<file path="config.mk">
export PLATFORM = sky130hd
export DESIGN_NAME = accel_sample_regs
export DESIGN_NICKNAME = d
export VERILOG_FILES = /design/src/rtl/accel_pkg.sv /design/src/rtl/axis_channel.sv /design/src/rtl/sos_tracker.sv /design/src/rtl/accel_sample_regs.sv
export SDC_FILE = /design/constraint.sdc
export NUM_CORES = 1
export LEC_CHECK = 0
export BUFFER_PORTS_ARGS = -buffer_cell sky130_fd_sc_hd__clkbuf_2
export CAP_MARGIN = 20
export CORE_ASPECT_RATIO = 0.6
export CORE_MARGIN = 4
export CORE_UTILIZATION = 35
export CTS_CLUSTER_DIAMETER = 150
export DETAILED_ROUTE_END_ITERATION = 12
export GPL_TIMING_DRIVEN = 0
export PLACE_DENSITY = 0.61
export SYNTH_ARGS = -nofsm -noshare
export SYNTH_HDL_FRONTEND = slang
export SYNTH_SLANG_ARGS = --single-unit
</file>
<file path="constraint.sdc">
create_clock -name clk -period 14 [get_ports clk]
set_input_delay 2.1 -clock clk [delete_from_list [all_inputs] [get_ports clk]]
set_output_delay 2.1 -clock clk [all_outputs]
set_load 0.1 [all_outputs]
</file>
<file path="src/rtl/accel_pkg.sv">
package accel_pkg;
    localparam int unsigned WORD_W = 16;
    localparam int unsigned ND_POS = 15;
    localparam int unsigned EA_POS = 14;
    typedef logic [WORD_W-1:0] word_t;
endpackage

</file>
<file path="src/rtl/axis_channel.sv">
module axis_channel
    import accel_pkg::*;
#(
    parameter int unsigned SAMPLE_W = 10
) (
    input  logic                clk,
    input  logic                rst_n,
    input  logic                load,
    input  logic [SAMPLE_W-1:0] sample,
    input  logic                rd,
    input  logic                peak_en,
    input  logic                peak_clr,
    input  logic                err,
    output word_t               word_o,
    output word_t               peak_o
);
    localparam int unsigned MAG_W = SAMPLE_W + 1;

    typedef struct packed {
        logic [SAMPLE_W-1:0] data;
        logic                nd;
        logic [SAMPLE_W-1:0] peak;
    } chan_t;

    chan_t st_d, st_q;

    function automatic logic [MAG_W-1:0] mag(input logic [SAMPLE_W-1:0] v);
        logic [MAG_W-1:0] ext;
        ext = {v[SAMPLE_W-1], v};
        return v[SAMPLE_W-1] ? (~ext + MAG_W'(1)) : ext;
    endfunction

    always_comb begin
        st_d = st_q;
        if (load) begin
            st_d.data = sample;
            st_d.nd   = 1'b1;
        end else if (rd) begin
            st_d.nd = 1'b0;
        end
        if (peak_clr) begin
            st_d.peak = '0;
        end else if (load && peak_en && (mag(sample) > mag(st_q.peak))) begin
            st_d.peak = sample;
        end
    end

    always_ff @(posedge clk) begin
        if (!rst_n) st_q <= '0;
        else        st_q <= st_d;
    end

    always_comb begin
        word_o                 = '0;
        word_o[ND_POS]         = st_q.nd;
        word_o[EA_POS]         = err;
        word_o[SAMPLE_W-1:0]   = st_q.data;
        peak_o                 = '0;
        peak_o[SAMPLE_W-1:0]   = st_q.peak;
    end

    assert_nd_set_R2: assert property (@(posedge clk) disable iff (!rst_n)
        load |=> word_o[ND_POS]);
    assert_nd_clear_R3: assert property (@(posedge clk) disable iff (!rst_n)
        (rd && !load) |=> !word_o[ND_POS]);
    assert_peak_hold_R8: assert property (@(posedge clk) disable iff (!rst_n)
        (!peak_en && !peak_clr) |=> $stable(peak_o));
    assert_peak_clear_R11: assert property (@(posedge clk) disable iff (!rst_n)
        peak_clr |=> (peak_o == '0));
    assert_peak_grows_R7: assert property (@(posedge clk) disable iff (!rst_n)
        !peak_clr |=> (mag(peak_o[SAMPLE_W-1:0]) >= mag($past(peak_o[SAMPLE_W-1:0]))));
endmodule

</file>
<file path="src/rtl/sos_tracker.sv">
module sos_tracker
    import accel_pkg::*;
#(
    parameter int unsigned SAMPLE_W  = 10,
    parameter int unsigned NUM_AXES  = 3,
    parameter int unsigned SOS_W     = 12,
    parameter int unsigned SOS_SHIFT = 8
) (
    input  logic                         clk,
    input  logic                         rst_n,
    input  logic                         load,
    input  logic                         en,
    input  logic                         clr,
    input  logic [NUM_AXES*SAMPLE_W-1:0] samples,
    output word_t                        peak_o
);
    localparam int unsigned SQ_W    = 2 * SAMPLE_W;
    localparam int unsigned SUM_W   = SQ_W + $clog2(NUM_AXES) + 1;
    localparam logic [SOS_W-1:0] SOS_MAX = {SOS_W{1'b1}};

    typedef struct packed {
        logic [SOS_W-1:0] peak;
    } sos_t;

    sos_t st_d, st_q;
    logic [NUM_AXES-1:0][SQ_W-1:0] sq;
    logic [SUM_W-1:0]              sum;
    logic [SUM_W-1:0]              shifted;
    logic [SOS_W-1:0]              scaled;

    for (genvar g = 0; g < NUM_AXES; g++) begin : g_square
        logic signed [SAMPLE_W-1:0] sv;
        logic signed [SQ_W-1:0]     prod;
        assign sv    = samples[g*SAMPLE_W +: SAMPLE_W];
        assign prod  = sv * sv;
        assign sq[g] = $unsigned(prod);
    end

    always_comb begin
        sum = '0;
        for (int i = 0; i < NUM_AXES; i++) begin
            sum = sum + SUM_W'(sq[i]);
        end
        shifted = sum >> SOS_SHIFT;
        if (shifted > SUM_W'(SOS_MAX)) scaled = SOS_MAX;
        else                           scaled = shifted[SOS_W-1:0];
    end

    always_comb begin
        st_d = st_q;
        if (clr)                                    st_d.peak = '0;
        else if (load && en && (scaled > st_q.peak)) st_d.peak = scaled;
    end

    always_ff @(posedge clk) begin
        if (!rst_n) st_q <= '0;
        else        st_q <= st_d;
    end

    always_comb begin
        peak_o              = '0;
        peak_o[SOS_W-1:0]   = st_q.peak;
    end

    assert_sos_monotonic_R9: assert property (@(posedge clk) disable iff (!rst_n)
        !clr |=> (peak_o >= $past(peak_o)));
    assert_sos_hold_R10: assert property (@(posedge clk) disable iff (!rst_n)
        (!en && !clr) |=> $stable(peak_o));
    assert_sos_clear_R11: assert property (@(posedge clk) disable iff (!rst_n)
        clr |=> (peak_o == '0));
endmodule

</file>
<file path="src/rtl/accel_sample_regs.sv">
module accel_sample_regs
    import accel_pkg::*;
#(
    parameter int unsigned SAMPLE_W  = 10,
    parameter int unsigned NUM_AXES  = 3,
    parameter int unsigned SOS_W     = 12,
    parameter int unsigned SOS_SHIFT = 8
) (
    input  logic                         clk,
    input  logic                         rst_n,
    input  logic                         sample_valid,
    input  logic [NUM_AXES*SAMPLE_W-1:0] sample_bus,
    input  logic [NUM_AXES-1:0]          rd_strobe,
    input  logic                         diag_err,
    input  logic                         peak_en,
    input  logic                         sos_en,
    input  logic                         peak_clr,
    output logic [NUM_AXES*WORD_W-1:0]   axis_words,
    output logic [NUM_AXES*WORD_W-1:0]   peak_words,
    output logic [WORD_W-1:0]            sos_word
);
    for (genvar a = 0; a < NUM_AXES; a++) begin : g_axis
        word_t w, p;
        axis_channel #(.SAMPLE_W(SAMPLE_W)) u_chan (
            .clk      (clk),
            .rst_n    (rst_n),
            .load     (sample_valid),
            .sample   (sample_bus[a*SAMPLE_W +: SAMPLE_W]),
            .rd       (rd_strobe[a]),
            .peak_en  (peak_en),
            .peak_clr (peak_clr),
            .err      (diag_err),
            .word_o   (w),
            .peak_o   (p)
        );
        assign axis_words[a*WORD_W +: WORD_W] = w;
        assign peak_words[a*WORD_W +: WORD_W] = p;

        assert_collision_R4: assert property (@(posedge clk) disable iff (!rst_n)
            (sample_valid && rd_strobe[a]) |=> axis_words[a*WORD_W + ND_POS]);
    end

    sos_tracker #(
        .SAMPLE_W  (SAMPLE_W),
        .NUM_AXES  (NUM_AXES),
        .SOS_W     (SOS_W),
        .SOS_SHIFT (SOS_SHIFT)
    ) u_sos (
        .clk     (clk),
        .rst_n   (rst_n),
        .load    (sample_valid),
        .en      (sos_en),
        .clr     (peak_clr),
        .samples (sample_bus),
        .peak_o  (sos_word)
    );
endmodule

</file>
# After elaboration in Yosys (flattened, before gate mapping)
# Index checks and enable logic that the tools add are counted.
# word_totals
regBits	75
inputBits	40
output_inout_bits	112
wordCells	56
# op_classes
add_sub_neg	8
multipliers	3
order_cmp	5
n_mux	13
bitwise	7
reduce_logical	10
# op_table
operator	count
adder 11 x 1 -> 11 bit (second input constant)	6
two-way mux 11 bit	6
inverter 11 bit	6
multiplier 10 x 10 -> 20 bit	3
> comparator 11 bit	3
adder 23 x 20 -> 23 bit	1
adder 20 x 20 -> 21 bit	1
> comparator 15 x 12 -> 1 bit (second input constant)	1
> comparator 12 bit	1
two-way mux 12 bit	1
logical AND 1 bit	6
two-way mux 1 bit	6
nonzero test 2 bit	3
OR reduction 2 bit	1
inverter 1 bit	1

# Logic depth before layout (Yosys ltp)
# Gate-level depths: netlist (run 1).
# depth
word_depth	7
mapped_depth	47
mapped_depth_nobuf	42

# Modules after synthesis
# From an unflattened synthesis (run 1), not the netlist that was laid out.
# hier_totals
cells_unflattened	1982
hier_area_um2	17280.3
# by_module_without_submodules
module	instances	cells_each	area_per_inst_um2	seq_area_each_um2
sos_tracker	1	1463	12719.7	240.2
axis_channel	3	173	1520.2	420.4

# Worst setup path before layout (run 1)
# OpenSTA, ideal clock, no wires.
# synth_path
path_type	input -> register
from	input sample_bus[9]
to	register u_sos.st_q[10] (netlist name)
setup_time_ns	0.091
t_arrival_ns	11.431
t_required_ns	13.909
path_slack_ns	2.478
path_stages	39
n_path_buf	5
cell_sequence	clkbuf_1 clkbuf_1 nand2_1 fa_1 fa_1 inv_1 fa_1 fa_1 inv_1 fa_1 inv_1 ha_1 a2111o_1 or2_2 a21o_1 a31oi_1 o21bai_1 xor2_1 [3 not listed] o21ai_0 xnor2_1 ha_1 a211o_1 o21ai_0 o211ai_1 a211oi_4 buf_6 buf_12 nand2_2 ha_1 nand4_1 or2_2 o221ai_1 o2111a_1 clkbuf_1 nor2_1 a311oi_1
# synth_between
elab_chain_len	7
# synth_rtl
item	line_no	text
from (decl)	accel_sample_regs.sv:12	input logic [NUM_AXES*SAMPLE_W-1:0] sample_bus,
multiplier 10 x 10 -> 20 bit (*)	sos_tracker.sv:35	assign prod = sv * sv;
adder 20 x 20 -> 21 bit (*)	sos_tracker.sv:42	sum = sum + SUM_W'(sq[i]);
adder 23 x 20 -> 23 bit (*)	sos_tracker.sv:42	
> comparator 15 x 12 -> 1 bit	sos_tracker.sv:45	if (shifted > SUM_W'(SOS_MAX)) scaled = SOS_MAX;
two-way mux 12 bit (*)	sos_tracker.sv:45	
net u_sos.scaled[11]	sos_tracker.sv:29	logic [SOS_W-1:0] scaled;
> comparator 12 bit (*)	sos_tracker.sv:52	else if (load && en && (scaled > st_q.peak)) st_d.peak = scaled;
logical AND 1 bit (*)	sos_tracker.sv:52	
to (signal assigned)	sos_tracker.sv:57	else st_q <= st_d;
to (decl)	sos_tracker.sv:25	sos_t st_d, st_q;
# Mark *: on every way through the listed nets, which the timed path passes. The rest lies on a longest branch.
# A chain may end at the register's enable or synchronous reset.

# Worst setup path in the final report (run 1)
# layout_path
from	input sample_bus[9]
to	register u_sos.st_q[6] (netlist name)
# Same word-level chain as after synthesis.

==> flow_summary_export.csv, run 1 <==
group,metric,value,unit
global_routing,antenna_found_initial,2,
logic_synthesis,ys_warn_count,0,
clock_tree,cts_tree,"yes",
placed_design,hpwl,37.39,mm
final_layout,nNetsFinal,2633,
clock_tree,clockBufferDepth,2,
sta,setup_viol,0,
hold_path,hold_class,"register to register",
sta,skew,0.01314,ns
worst_setup_path,startpoint_type,"input port",
clock_tree,cts.clk_slew.worst_paths,0.07,ns
sta,rsz0062_at_grt,"no",
logic_synthesis,synth_area,17210,um2
sta,slew_viol_final,0,
logic_synthesis,synthMuxAreaShare,0.03846,
clock_tree,cts_made_buffers,9,
placed_design,place_congestion,0.8695,
worst_setup_path,cp_slowest_cell,"fa_1",
logic_synthesis,synthXorXnorAreaFrac,0.06871,
clock_tree,clock_sinks,75,
worst_setup_path,worstPathRequired,14.28,ns
logic_synthesis,synth_top_family_by_area,"adder cells",
logic_synthesis,ys_async_sr_fraction,0,
worst_setup_path,cp_max_fo,10,
sta,fin_tns_setup,0,ns
sta,relSlewSlack,0.3020,
drt,drt_iter0_markers,900,
drt,antenna_left,0,
drt,vias_per_cell,4.880,
job,drv_cap,0,
logic_synthesis,synth_area_leaders,"fa_1, ha_1, dfxtp_1",
global_routing,grt_util_all_layers,0.1690,
worst_setup_path,worstPathArrival,12.96,ns
final_layout,layout-drive-gt1-share,0.09735,
worst_setup_path,ff2ff_setup_slack,10.76,ns
logic_synthesis,synth_seq_cells,75,
logic_synthesis,post-synth-top-area-cell,"fa_1",
final_layout,fillCellCount,4891,
final_layout,diodes,0,
clock_tree,htreeDepth,3,
placed_design,place_area,18710,um2
global_routing,grt_pass1_wl,72.12,mm
clock_tree,clk_latency,0.39,ns
worst_setup_path,endpoint_kind,"register",
logic_synthesis,synthAdderAreaFrac,0.4578,
drt,vias,13450,
hold_path,hold_end,"u_sos.st_q[8]",
drt,firstDrtPassIters,5,
sta,min_period_over_period,0.9056,
global_routing,grt_max_degree,16,
floorplan,fp.dieArea,52900,um2
clock_tree,postCtsSetupBuffers,0,
logic_synthesis,synth_cell_type_count,77,
drt,wirelength,43.74,mm
hold_path,holdPathStages,2,
drt,wire_per_inst,15.87,um
worst_setup_path,slowest_delay,0.55,ns
worst_setup_path,cpMostUsedCell,"fa_1",
global_routing,grt-ovfl-total,0,
logic_synthesis,ys.flop_type,"dfxtp_1",
logic_synthesis,synthCells,1949,
worst_setup_path,rr_worst_depth,12,
floorplan,initial_core_util,0.3567,
worst_setup_path,r2r-start,"g_axis[0].u_chan.peak_o[3]",
sta,worst_slew_pin_slew,1.047,ns
floorplan,row_count,62,
floorplan,die_w,294.3,um
logic_synthesis,synth_edf_count,0,
logic_synthesis,yosysSeqAreaShare,0.08725,
sta,max_freq,78.87,MHz
placed_design,portBuffers,112,
status,status,"complete, no violations",
global_routing,first_global_vias,13870,
floorplan,io_pins,152,
hold_path,worstHoldStart,"u_sos.st_q[8]",
floorplan,dieHeight,179.8,um
floorplan,coreArea,48250,um2
worst_setup_path,path_class,"input port to register",
final_layout,area_delta_synth_final,10.61,%
final_layout,final_area,19030,um2
clock_tree,cts_resized,0,
final_layout,final_util,0.3945,
drt,drc,0,
logic_synthesis,yosys.area_share.simple,0.1313,
logic_synthesis,synth-compound-area-share,0.1039,
worst_setup_path,worstReg2RegEnd,"g_axis[0].u_chan.peak_o[2]",
logic_synthesis,yosysTopAreaCellShare,0.2862,
sta,hold_viol,0,
clock_tree,cts_hold_buf,0,
sta,period_minus_slack,12.68,ns
clock_tree,clockRootBuffer,"clkbuf_16",
logic_synthesis,syn_avg_cell_area,8.830,um2
stage by stage:
stage	hold slack (ns)	worst slack, ns	std cells
finish	0.5189	1.322	2756
global route	0.5456	0.5850	2756
CTS	0.5210	1.385	2755
detailed placement	0.5004	0.9702	2739
global placement	0.4967	1.075	2739
floorplan	0.9378	2.478	1987
area by class of cell:
class | instances | area [um2] | share of cell area
multi-input cells | 1442 | 13920 | 0.7313
inverters | 374 | 1404 | 0.07375
clock inverters | 7 | 81.33 | 0.004273
clock buffers | 9 | 225.2 | 0.01183
plain buffers | 96 | 526.8 | 0.02767
flip-flops and latches | 75 | 1501 | 0.07888
repair buffers | 113 | 575.6 | 0.03024
well taps | 640 | 800.8 | 0.04207
flip-flops by register name, summed over array words and instances, names as in the netlist:
register              cells
g_axis.u_chan.peak_o     30
g_axis.u_chan.word_o     33
u_sos.st_q               12
cell families after synthesis:
logic type,count (synthesis)
other,2
AND/OR/NAND/NOR,460
AO/OA/AOI/OAI,259
flip-flops,75
buffers and inverters,470
multiplexers,66
adder cells (fa/ha/maj),482
XOR/XNOR,135
critical path, delay by kind of cell:
kind,cells,cell delay [ns]
AND/OR/NAND/NOR,6,0.84
XOR/XNOR,2,0.37
adder cells (fa/ha/maj),9,4.02
AO/OA/AOI/OAI,16,3.68
buffers and inverters,9,1.92
cells in the mapped netlist, types with 3 or more instances:
master    number
nor2_1       128
nand2_1      116
or4_1          5
nor4_1         6
dfxtp_1       75
nand4_1       10
nor3_1        16
or3_1          5
or2_2          7
inv_1        371
xnor2_1       94
o21bai_1       4
a31o_2         3
a211oi_1       9
o41ai_1        6
fa_1         246
and2_1        45
a21oi_1       61
a21o_1        25
buf_1          4
o31a_1         3
nand2b_1      19
o21ai_0       46
a211o_1        5
buf_2          3
nor2b_1       56
o211ai_1       9
and3_1        13
mux2i_1       65
o31ai_1       15
ha_1         236
nand3_1       13
clkbuf_1      50
a31oi_1        6
buf_4         37
nand2_2       10
o21a_1        30
a311oi_1      10
xor2_1        41
cells in the final DEF, fill, tap and decap left out, drive strengths merged, types with 3 or more instances in the layout:
master / n
nand2: 126
a21oi: 62
nor2b: 56
or3: 5
nor4: 6
and2: 47
o41ai: 8
nand2b: 19
a31oi: 7
o31ai: 15
a211oi: 10
xnor2: 94
and3: 13
fa: 246
clkinv: 3
dfxtp: 75
o31a: 3
clkbuf: 171
a311oi: 10
o21a: 30
a31o: 3
o211ai: 9
nor2: 128
conb: 40
xor2: 41
buf: 47
o21ai: 47
a21o: 26
mux2i: 65
o21bai: 4
ha: 236
nand3: 13
nor3: 16
inv: 377
a211o: 5
or2: 7
or4: 5
nand4: 10
worst max-delay path by stage:
stage / from / to / slack [ns] / depth (start not counted)
after floorplan: sample_bus[9] / u_sos.st_q[10] / 2.48 / 39
after global placement: sample_bus[9] / u_sos.st_q[6] / 1.08 / 40
after detailed placement: sample_bus[9] / u_sos.st_q[2] / 0.97 / 40
after CTS: sample_bus[9] / u_sos.st_q[6] / 1.38 / 40
after global routing: sample_bus[9] / u_sos.st_q[6] / 0.58 / 40
final: sample_bus[9] / u_sos.st_q[6] / 1.32 / 42
per-layer routing:
metal	global-route usage	vias to the layer above	share of wire
li1	-	6491	-
met4	0.03444	0	0.012
met3	0.04058	39	0.071
met1	0.2495	6569	0.49
met5	0	-	0
met2	0.2510	350	0.42
Power of run 1 is left out: the tool's default activity adds up to more than one toggle a clock period on the data nets, which glitch-free logic cannot reach.
==> run 2: changes to the inputs <==
--- a/config.mk
+++ b/config.mk
@@ -14,6 +14,7 @@
 export DETAILED_ROUTE_END_ITERATION = 12
 export GPL_TIMING_DRIVEN = 0
 export PLACE_DENSITY = 0.61
+export SETUP_SLACK_MARGIN = 0.3
 export SYNTH_ARGS = -nofsm -noshare
 export SYNTH_HDL_FRONTEND = slang
 export SYNTH_SLANG_ARGS = --single-unit
==> constraint.sdc (replaced) <==
create_clock -name clk -period 14 [get_ports clk]
set_input_delay 2.8 -clock clk [delete_from_list [all_inputs] [get_ports clk]]
set_output_delay 2.8 -clock clk [all_outputs]
set_load 0.1 [all_outputs]
==> flow_summary_export.csv, run 2 (synthesized netlist as in run 1, its figures left out) <==
group,metric,value,unit
clock_tree,clk_latency,0.39,ns
global_routing,antenna_found_initial,2,
worst_setup_path,endpoint_kind,"register",
status,status,"complete, no violations",
drt,wire_per_inst,15.87,um
placed_design,pre_cts_ws,0.2702,ns
clock_tree,cts_hold_buf,0,
floorplan,row_count,62,
worst_setup_path,worstPathArrival,13.30,ns
global_routing,grt_util_all_layers,0.1690,
worst_setup_path,cpMostUsedCell,"fa_1",
global_routing,first_global_vias,13870,
sta,setup_viol,0,
clock_tree,cts.clk_slew.worst_paths,0.08,ns
placed_design,dp_cells,2739,
final_layout,fin_cells,2756,
worst_setup_path,startpoint_type,"input port",
drt,vias,13440,
worst_setup_path,worstSetupStartpoint,"sample_bus[12]",
clock_tree,postCtsSetupBuffers,0,
drt,firstDrtPassIters,5,
sta,hold_viol,0,
sta,period_minus_slack,12.98,ns
clock_tree,cts_tree,"yes",
hold_path,hold_class,"register to register",
worst_setup_path,endpoint,"u_sos.st_q[9]",
worst_setup_path,worstPathRequired,14.31,ns
final_layout,diodes,0,
drt,drt_iter0_markers,905,
drt,vias_per_cell,4.877,
drt,drc,0,
drt,wirelength,43.73,mm
sta,max_freq,77.01,MHz
clock_tree,htreeDepth,3,
worst_setup_path,rr_worst_depth,12,
clock_tree,clockBufferDepth,2,
global_routing,grt-ovfl-total,0,
job,drv_cap,0,
drt,antenna_left,0,
global_routing,grt_max_degree,16,
global_routing,grt_pass1_wl,72.12,mm
worst_setup_path,ff2ff_setup_slack,10.76,ns
clock_tree,clockRootBuffer,"clkbuf_16",
worst_setup_path,r2r-start,"g_axis[0].u_chan.peak_o[3]",
sta,worst_slew_pin_slew,1.040,ns
floorplan,coreArea,48250,um2
floorplan,dieHeight,179.8,um
worst_setup_path,worstReg2RegEnd,"g_axis[0].u_chan.peak_o[2]",
worst_setup_path,path_class,"input port to register",
final_layout,final_common_cell,"inv_1",
placed_design,place_area,18710,um2
placed_design,hpwl,37.39,mm
sta,rsz0062_at_grt,"no",
sta,relSlewSlack,0.3066,
floorplan,io_pins,152,
placed_design,portBuffers,112,
worst_setup_path,slowest_delay,0.54,ns
sta,slew_viol_final,0,
placed_design,place_congestion,0.8695,
sta,min_period_over_period,0.9275,
final_layout,largest_reg_flops,33,
final_layout,final_area,19040,um2
sta,finalWorstSetupSlack,1.015,ns
clock_tree,cts_made_buffers,9,
worst_setup_path,cp_max_fo,10,
clock_tree,clock_sinks,75,
final_layout,layout-drive-gt1-share,0.09972,
final_layout,final_cell_mix,"inv_1, fa_1, ha_1",
floorplan,fp.dieArea,52900,um2
worst_setup_path,cp_slowest_cell,"fa_1",
floorplan,initial_core_util,0.3567,
sta,skew,0.01300,ns
final_layout,area_delta_synth_final,10.64,%
floorplan,die_w,294.3,um
sta,fin_tns_setup,0,ns
final_layout,nNetsFinal,2633,
## run 2: metrics by stage
stage                     utilization  hold WS, ns
after floorplan                     -       0.9378
final                          0.3946       0.5181
after global placement         0.3878       0.4967
after detailed placement       0.3878       0.5004
after global routing           0.3946       0.5456
after CTS                      0.3942       0.5210
## run 2: routing by layer
layer  part of all wire  GRT usage
met1               0.49     0.2495
met2               0.42     0.2510
met3              0.071    0.04058
met4              0.012    0.03444
met5                  0          0
## run 2: cell type report
type	instances	area [um2]
sequential	75	1501
tap	640	800.8
fill	4887	29210
clock inverter	7	81.33
timing repair buffer	113	575.6
multi-input combinational	1442	13920
buffer	96	533.0
clock buffer	9	225.2
inverter	374	1404
## run 2: repair_timing
item | 4_1_cts | 5_1_grt
endpoints found under the setup margin | 0 | 12
gates resized for setup | 0 | 10
endpoints found under the hold margin | 0 | 0
## run 2: worst min-delay path by stage
stage	start	end	slack, ns	cells past startpoint
after floorplan	u_sos.st_q[1]	u_sos.st_q[1]	0.94	2
after global placement	g_axis[2].u_chan.word_o[6]	g_axis[2].u_chan.word_o[6]	0.50	2
after detailed placement	g_axis[2].u_chan.word_o[6]	g_axis[2].u_chan.word_o[6]	0.50	2
after CTS	u_sos.st_q[5]	u_sos.st_q[5]	0.52	2
after global routing	u_sos.st_q[8]	u_sos.st_q[8]	0.55	2
final	u_sos.st_q[5]	u_sos.st_q[5]	0.52	2
## run 2: critical path, delay by kind of cell
kind	cells	cell delay [ns]
xor+xnor	2	0.43
fa+ha+maj	9	3.93
simple gates	7	1.43
compound gates	15	2.88
buf+inv	8	1.80
Power of run 2 is left out for the same reason.
